===== src/rtl/cs_dec_pkg.sv =====
package cs_dec_pkg;
  localparam int ADDR_W    = 32;
  localparam int MATCH_LSB = 15;
  localparam int MSEL_W    = 3;
  localparam int BATTR_W   = 4;
  localparam int OATTR_W   = 4;
  localparam int ATTR_W    = BATTR_W + OATTR_W;

  // base word field positions
  localparam int B_VALID   = 0;
  localparam int B_ATTR_LO = 1;
  localparam int B_MSEL_LO = B_ATTR_LO + BATTR_W;

  localparam logic [ADDR_W-1:0] HI_MASK   = {ADDR_W{1'b1}} << MATCH_LSB;
  localparam logic [ADDR_W-1:0] BASE_KEEP =
    HI_MASK | ADDR_W'((64'd1 << (B_MSEL_LO + MSEL_W)) - 64'd1);
  localparam logic [ADDR_W-1:0] OPT_KEEP  =
    HI_MASK | ADDR_W'((64'd1 << OATTR_W) - 64'd1);

  typedef enum logic [MSEL_W-1:0] {
    MSEL_GENERIC = 3'd0,
    MSEL_ALT1    = 3'd1,
    MSEL_ALT2    = 3'd2
  } msel_e;

  // boot bank: valid, start 0, generic machine, mask 0 (whole space)
  localparam logic [ADDR_W-1:0] BOOT_BASE_RST =
    ADDR_W'(1) << B_VALID | (ADDR_W'(MSEL_GENERIC) << B_MSEL_LO);
  localparam logic [ADDR_W-1:0] BOOT_OPT_RST  = '0;
endpackage


===== src/rtl/cs_bank_regs.sv =====
module cs_bank_regs
  import cs_dec_pkg::*;
#(
  parameter int NUM_BANKS = 12,
  parameter int IDX_W     = 4
) (
  input  logic                                clk,
  input  logic                                rst,
  input  logic                                wr_en,
  input  logic                                sel_opt,
  input  logic [IDX_W-1:0]                    idx,
  input  logic [ADDR_W-1:0]                   wdata,
  output logic [ADDR_W-1:0]                   rdata,
  output logic [NUM_BANKS-1:0][ADDR_W-1:0]    base_q,
  output logic [NUM_BANKS-1:0][ADDR_W-1:0]    opt_q
);
  logic idx_ok;
  assign idx_ok = (32'(idx) < NUM_BANKS);

  always_ff @(posedge clk) begin
    if (rst) begin
      for (int i = 0; i < NUM_BANKS; i++) begin
        base_q[i] <= (i == 0) ? BOOT_BASE_RST : '0;
        opt_q[i]  <= (i == 0) ? BOOT_OPT_RST  : '0;
      end
      rdata <= '0;
    end else begin
      if (wr_en && idx_ok) begin
        if (sel_opt) opt_q[idx]  <= wdata & OPT_KEEP;
        else         base_q[idx] <= wdata & BASE_KEEP;
      end
      if (!idx_ok)      rdata <= '0;
      else if (sel_opt) rdata <= opt_q[idx];
      else              rdata <= base_q[idx];
    end
  end
endmodule


===== src/rtl/cs_bank_match.sv =====
module cs_bank_match
  import cs_dec_pkg::*;
#(
  parameter int NUM_BANKS = 12
) (
  input  logic [ADDR_W-1:0]                addr,
  input  logic [NUM_BANKS-1:0][ADDR_W-1:0] base_q,
  input  logic [NUM_BANKS-1:0][ADDR_W-1:0] opt_q,
  output logic [NUM_BANKS-1:0]             match
);
  for (genvar g = 0; g < NUM_BANKS; g++) begin : g_cmp
    logic [ADDR_W-1:0] diff;
    assign diff     = (addr ^ base_q[g]) & opt_q[g] & HI_MASK;
    assign match[g] = base_q[g][B_VALID] && (diff == '0);
  end
endmodule


===== src/rtl/cs_prio_pick.sv =====
module cs_prio_pick #(
  parameter int NUM_BANKS = 12,
  parameter int IDX_W     = 4
) (
  input  logic [NUM_BANKS-1:0] match,
  output logic [NUM_BANKS-1:0] onehot,
  output logic [IDX_W-1:0]     win_idx,
  output logic                 any
);
  always_comb begin
    onehot  = '0;
    win_idx = '0;
    any     = |match;
    for (int i = NUM_BANKS - 1; i >= 0; i--) begin
      if (match[i]) begin
        onehot    = '0;
        onehot[i] = 1'b1;
        win_idx   = IDX_W'(i);
      end
    end
  end
endmodule


===== src/rtl/cs_bank_decoder.sv =====
module cs_bank_decoder
  import cs_dec_pkg::*;
#(
  parameter int NUM_BANKS = 12,
  parameter int IDX_W     = 4
) (
  input  logic                 clk,
  input  logic                 rst,
  input  logic                 reg_wr_en,
  input  logic                 reg_sel_opt,
  input  logic [IDX_W-1:0]     reg_idx,
  input  logic [ADDR_W-1:0]    reg_wdata,
  output logic [ADDR_W-1:0]    reg_rdata,
  input  logic                 req_valid,
  input  logic [ADDR_W-1:0]    req_addr,
  output logic [NUM_BANKS-1:0] cs_o,
  output logic [MSEL_W-1:0]    msel_o,
  output logic [ATTR_W-1:0]    attr_o,
  output logic                 hit_o,
  output logic                 miss_o
);
  logic [NUM_BANKS-1:0][ADDR_W-1:0] base_q;
  logic [NUM_BANKS-1:0][ADDR_W-1:0] opt_q;
  logic [NUM_BANKS-1:0]             match;
  logic [NUM_BANKS-1:0]             onehot;
  logic [IDX_W-1:0]                 win_idx;
  logic                             any;
  logic [ADDR_W-1:0]                win_base;
  logic [ADDR_W-1:0]                win_opt;

  cs_bank_regs #(.NUM_BANKS(NUM_BANKS), .IDX_W(IDX_W)) regs_i (
    .clk(clk), .rst(rst), .wr_en(reg_wr_en), .sel_opt(reg_sel_opt),
    .idx(reg_idx), .wdata(reg_wdata), .rdata(reg_rdata),
    .base_q(base_q), .opt_q(opt_q)
  );

  cs_bank_match #(.NUM_BANKS(NUM_BANKS)) match_i (
    .addr(req_addr), .base_q(base_q), .opt_q(opt_q), .match(match)
  );

  cs_prio_pick #(.NUM_BANKS(NUM_BANKS), .IDX_W(IDX_W)) pick_i (
    .match(match), .onehot(onehot), .win_idx(win_idx), .any(any)
  );

  always_comb begin
    win_base = '0;
    win_opt  = '0;
    for (int i = 0; i < NUM_BANKS; i++) begin
      if (onehot[i]) begin
        win_base = base_q[i];
        win_opt  = opt_q[i];
      end
    end
  end

  always_ff @(posedge clk) begin
    if (rst || !req_valid) begin
      cs_o   <= '0;
      msel_o <= '0;
      attr_o <= '0;
      hit_o  <= 1'b0;
      miss_o <= 1'b0;
    end else begin
      cs_o   <= onehot;
      msel_o <= win_base[B_MSEL_LO +: MSEL_W];
      attr_o <= {win_base[B_ATTR_LO +: BATTR_W], win_opt[OATTR_W-1:0]};
      hit_o  <= any;
      miss_o <= !any;
    end
  end
endmodule


===== config.mk =====
export PLATFORM = sky130hd
export DESIGN_NAME = cs_bank_decoder
export DESIGN_NICKNAME = d
export VERILOG_FILES = /design/src/rtl/cs_dec_pkg.sv /design/src/rtl/cs_bank_regs.sv /design/src/rtl/cs_bank_match.sv /design/src/rtl/cs_prio_pick.sv /design/src/rtl/cs_bank_decoder.sv
export SDC_FILE = /design/constraint.sdc
export NUM_CORES = 2
export LEC_CHECK = 0
export BUFFER_PORTS_ARGS = -buffer_cell sky130_fd_sc_hd__buf_2
export CAP_MARGIN = 10
export CORE_MARGIN = 3
export CORE_UTILIZATION = 65
export CTS_CLUSTER_DIAMETER = 50
export DETAILED_ROUTE_END_ITERATION = 16
export PLACE_DENSITY = 0.81
export SYNTH_ARGS = -nofsm -noshare
export SYNTH_HDL_FRONTEND = slang
export SYNTH_HIERARCHICAL = 1
export SYNTH_SLANG_ARGS = --single-unit

===== constraint.sdc =====
create_clock -name clk -period 7.2 [get_ports clk]
set_input_delay 0.36 -clock clk [delete_from_list [all_inputs] [get_ports clk]]
set_output_delay 0.36 -clock clk [all_outputs]
set_load 0.1 [all_outputs]

== Word-level counts from Yosys, hierarchy flattened ==
Cells that the tools add are included.
W data, S select, Z words.

* Flip-flop bits (word level): 825
* Logic and storage cells: 137
* Output and inout bits: 57
* Input bits: 73

* Bitwise gates (word level): 26
* Reductions and logical operators: 33
* Mux-type cells: 45
* Order comparisons: 3

{| class="wikitable"
|+ Operators by type and width
! operator !! count
|-
| $bwmux W384 || 2
|-
| $and A32 B32 Y32 || 12
|-
| $logic_not A32 Y1 || 12
|-
| $xor A32 B32 Y32 || 12
|-
| $bmux W32 S4 || 2
|-
| $mux W12 || 12
|-
| $demux W32 S4 || 1
|-
| $mux W32 || 4
|-
| $mux W8 || 12
|-
| $mux W4 || 12
|-
| $logic_and A1 B1 Y1 || 14
|-
| $reduce_or A12 Y1 || 1
|-
| $lt A4 B5 Y1 const B || 1
|-
| $ge A4 B1 Y1 const B || 1
|-
| $lt A4 B4 Y1 const B || 1
|-
| $reduce_and A2 Y1 || 2
|-
| $logic_not A1 Y1 || 2
|-
| $not A1 Y1 || 2
|-
| $reduce_or A2 Y1 || 1
|-
| $logic_or A1 B1 Y1 || 1
|}

== Longest topological paths before layout ==
* Depth after elaboration: 28
* Depth in mapped cells: 13
* Mapped depth without buffers: 11

== Hierarchy ==
The synthesis kept the hierarchy.

{| class="wikitable"
|+ Modules (own cells, without submodules)
! module !! area an instance (µm²) !! times used !! sequential area each (µm²) !! cells each
|-
| cs_bank_regs || 25759.7 || 1 || 11551.1 || 3040
|-
| cs_bank_match || 2939.1 || 1 || 0.0 || 380
|-
| cs_bank_decoder || 1750.4 || 1 || 500.5 || 208
|-
| cs_prio_pick || 231.5 || 1 || 0.0 || 35
|}

== Least setup slack after synthesis ==
No wires, ideal clock.

* Kind: input -> register
* Start point: input req_addr[28]
* End point: register attr_o[0]
* Data required time: 7083 ps
* Stages on the path: 13
* Slack: 4040 ps
* Library setup time: 117 ps
* Arrival: 3043 ps
* Path through: buf_4 xor2_1 a22oi_1 nand2_1 nor4_1 nor4_4 and3_4 and3b_1 or2_1 clkbuf_1 a21oi_1 o211ai_1 a32o_1

* Elaborated cells on any way between the ends: 72
* Classes of those cells: mux (24); bitwise (24); reduce/logical (24)

{| class="wikitable"
|+ RTL lines
! what !! line !! source
|-
| start, declared || cs_bank_decoder.sv:15 || <nowiki>input logic [ADDR_W-1:0] req_addr,</nowiki>
|-
| $xor A32 B32 Y32 || cs_bank_match.sv:13 || <nowiki>assign diff = (addr ^ base_q[g]) & opt_q[g] & HI_MASK;</nowiki>
|-
| $and A32 B32 Y32 || cs_bank_match.sv:13 ||
|-
| $logic_not A32 Y1 || cs_bank_match.sv:14 || <nowiki>assign match[g] = base_q[g][B_VALID] && (diff == '0);</nowiki>
|-
| $logic_and A1 B1 Y1 || cs_bank_match.sv:14 ||
|-
| via match[0] || cs_bank_decoder.sv:24 || <nowiki>logic [NUM_BANKS-1:0] match;</nowiki>
|-
| $mux W12 || cs_prio_pick.sv:15 || <nowiki>if (match[i]) begin</nowiki>
|-
| via onehot[9] || cs_bank_decoder.sv:25 || <nowiki>logic [NUM_BANKS-1:0] onehot;</nowiki>
|-
| $mux W4 (3 in series) || cs_bank_decoder.sv:49 || <nowiki>if (onehot[i]) begin</nowiki>
|-
| end signal, assigned || cs_bank_decoder.sv:66 || <nowiki>attr_o <= {win_base[B_ATTR_LO +: BATTR_W], win_opt[OATTR_W-1:0]};</nowiki>
|-
| end, declared || cs_bank_decoder.sv:18 || <nowiki>output logic [ATTR_W-1:0] attr_o,</nowiki>
|}

The timed path passes the listed nets, and every way through them passes these cells.
A chain may end at the register's enable or synchronous reset.

== Worst setup path after layout ==
* Start point: register regs_i/base_q[31] (netlist bit)
* End point: register attr_o[1]

* Elaborated cells on any way between the ends: 17
* Classes of those cells: mux (13); bitwise (2); reduce/logical (2)

{| class="wikitable"
|+ RTL lines
! what !! line !! source
|-
| start, declared || cs_bank_regs.sv:14 || <nowiki>output logic [NUM_BANKS-1:0][ADDR_W-1:0] base_q,</nowiki>
|-
| start signal, assigned by index || cs_bank_regs.sv:23 || <nowiki>base_q[i] <= (i == 0) ? BOOT_BASE_RST : '0;</nowiki>
|-
| start signal, assigned by index || cs_bank_regs.sv:30 || <nowiki>else base_q[idx] <= wdata & BASE_KEEP;</nowiki>
|-
| $xor A32 B32 Y32 || cs_bank_match.sv:13 ||
|-
| $and A32 B32 Y32 || cs_bank_match.sv:13 ||
|-
| $logic_not A32 Y1 || cs_bank_match.sv:14 ||
|-
| $logic_and A1 B1 Y1 || cs_bank_match.sv:14 ||
|-
| via match[0] || cs_bank_decoder.sv:24 ||
|-
| $mux W12 || cs_prio_pick.sv:15 ||
|-
| via onehot[9] || cs_bank_decoder.sv:25 ||
|-
| $mux W4 (3 in series) || cs_bank_decoder.sv:49 ||
|}

The timed path passes the listed nets, and every way through them passes these cells.

==> impl_metrics.env <==
export IMPL_status="completed"
export IMPL_num_io_pins=130
export IMPL_critPathBufInv=0
export IMPL_portBuffers=100
export IMPL_ctsResizeCount=0
export IMPL_clkLatencyLatePin_ns=0.65
export IMPL_cp_top_family="simple AND/OR/NAND/NOR gates"
export IMPL_setup_viol=0
export IMPL_worst_pin_slew_ns=1.35
export IMPL_clk_pin_slew_worst_paths_ns=0.06
export IMPL_avgViaCountPerCell=6.76
export IMPL_die_w_um=217
export IMPL_first_iter_violations=4605
export IMPL_cts_hold_buf=0
export IMPL_max_stage_delay_ns=1.02
export IMPL_cts_max_level=2
export IMPL_critical_path_class="flip-flop to flip-flop"
export IMPL_setup_worst_path_end_class="flip-flop"
export IMPL_cap_violations=0
export IMPL_vias=26936
export IMPL_switchingPower_mw=1.74
export IMPL_fin_tns_setup_ns=0
export IMPL_power_frac_seq_pct=48.3
export IMPL_clock_sinks=602
export IMPL_ys_warn_count=6
export IMPL_start_kind="flip-flop"
export IMPL_place_hpwl_um=65900
export IMPL_die_height_um=217
export IMPL_finalHoldViolCount=0
export IMPL_drtAntennaViolNets=0
export IMPL_relSlewSlack_pct=9.97
export IMPL_antenna_found_initial=16
export IMPL_gp_congestion=1.03
export IMPL_cts_setup_buffers=0
export IMPL_pre_cts_ws_ns=2.70
export IMPL_switching_share_pct=24.9
export IMPL_wl_um=104000
export IMPL_period_share_pct=63.6
export IMPL_nNetsFinal=3419
export IMPL_firstDrtPassIters=12
export IMPL_max_freq_ghz=0.218
export IMPL_pwr_share_comb_pct=6.8
export IMPL_hold_class="primary input to flip-flop"
export IMPL_design_core_area_sq_mm=0.0436
export IMPL_routedWlPerCell_um=26.0
export IMPL_finalMaxSlewViolations=0
export IMPL_cts_tree="done"
export IMPL_clock_path_buffers=3
export IMPL_path_cells="xor2_1 > a22oi_1 > nand4_1 > nor4_2 > nor4_4 > and3_4 > and3b_1 > or2_1 > a21oi_1 > o31ai_1 > a32o_1"
export IMPL_avgSynthCellArea_sq_um=8.44
export IMPL_leakage_nw=10.8
export IMPL_grt_overflow=0
export IMPL_internal_power_mw=5.25
export IMPL_drc_errors=0
export IMPL_rows=76
export IMPL_arrival_ns=5.12
export IMPL_clockPowerShare_pct=44.9
export IMPL_fin_skew_ns=0.0171
export IMPL_area_growth_pct=7.73
export IMPL_grtUsageTotal_pct=42.8
export IMPL_layout_drive_gt1_share_pct=12.8
export IMPL_netlist_area_sq_mm=0.0290
export IMPL_root_buffer="clkbuf_16"
export IMPL_grt_max_degree=211
export IMPL_final_util_pct=71.7
export IMPL_slowest_stage="nor4_2"
export IMPL_cp_required_ns=7.74
export IMPL_hold_slack_ns=0.122
export IMPL_rsz0062_at_grt="false"
export IMPL_start_util_pct=66.5
export IMPL_grt_pass1_vias=25277
export IMPL_post_route_min_period_ns=4.58
export IMPL_fin_ws_ns=2.62
export IMPL_peakVddDrop_mv=0.196
export IMPL_syn_inst=3433
export IMPL_p_total_mw=6.99
export IMPL_cp_max_fo=11
export IMPL_grt_pass1_wl_um=154000
export IMPL_numCtsBuffers=61
export IMPL_dieArea_sq_mm=0.0472
export IMPL_power_density_mw_per_mm2=224
-- worst paths after layout --
path	start	to	slack [ns]	depth (start not counted)
max	regs_i/base_q[31]$_SDFFE_PP0P_	attr_o[1]$_SDFF_PP0_	2.62	11
min	reg_wdata[4]	regs_i/base_q[196]$_SDFFE_PP0P_	0.12	3
max reg2reg	regs_i/base_q[31]$_SDFFE_PP0P_	attr_o[1]$_SDFF_PP0_	2.62	11
min reg2reg	regs_i/base_q[321]$_SDFFE_PP0P_	regs_i/base_q[321]$_SDFFE_PP0P_	0.47	2
-- worst reg2reg max path, stage by stage (launching register included) --
cell	delay [ns]
dfxtp_1	0.36
xor2_1	0.17
a22oi_1	0.29
nand4_1	0.15
nor4_2	1.02
nor4_4	0.10
and3_4	0.27
and3b_1	0.21
or2_1	0.47
a21oi_1	0.65
o31ai_1	0.45
a32o_1	0.34
-- area by class of cell --
type / count / area (sq um)
flip-flops and latches: 602 / 12100
inverters: 3 / 11.3
fillers: 3315 / 12300
diodes: 7 / 17.5
multi-input cells: 2536 / 15600
clock inverters: 26 / 255
repair buffers: 142 / 855
well taps: 585 / 732
clock buffers: 85 / 1690
-- through the flow --
stage	instance area, sq um	cells
after floorplan	29000	3439
after global placement	29300	3868
after detailed placement	29300	3868
after CTS	31200	3979
after global routing	31200	3981
final	31200	3986
-- layout by cell type, fill, tap and decap left out, types with 10 or more instances in the layout --
cell type and n:
a21oi_1 562, a221oi_1 10, a22o_1 10, a22oi_1 117, a32o_1 11, and2_1 22
buf_2 97, buf_4 41, clkbuf_1 17, clkbuf_16 61, clkinv_2 14, dfxtp_1 602
mux2_2 21, mux2i_1 35, mux4_2 138, nand2_1 1178, nand4_1 21, nor2_1 26
nor2_2 11, o211ai_1 31, o22ai_1 21, o31ai_1 10, xor2_1 204
-- power groups by stage --
stage               registers (mW)  logic (mW)  clock network, mW
floorplan                     3.46       0.318                  0
global placement              3.45       0.449                  0
detailed placement            3.45       0.457                  0
CTS                           3.37       0.459               3.13
global route                  3.38       0.492               3.29
finish                        3.38       0.477               3.14
-- metal layers --
layer / up-vias / routed length, um / GRT usage [%]
met4: 20 / 8140 / 28.3
met2: 2209 / 45000 / 64.0
met1: 12660 / 35400 / 53.4
met3: 509 / 15100 / 13.7
met5: - / 152 / 0
li1: 11538 / - / -
-- flip-flops by register name (all words and copies together) (netlist names) --
register       cells
attr_o             8
regs_i/rdata      25
cs_o              12
regs_i/base_q    300
regs_i/opt_q     252
hit_o              1
msel_o             3
miss_o             1
(Power assumes the default switching activity.)
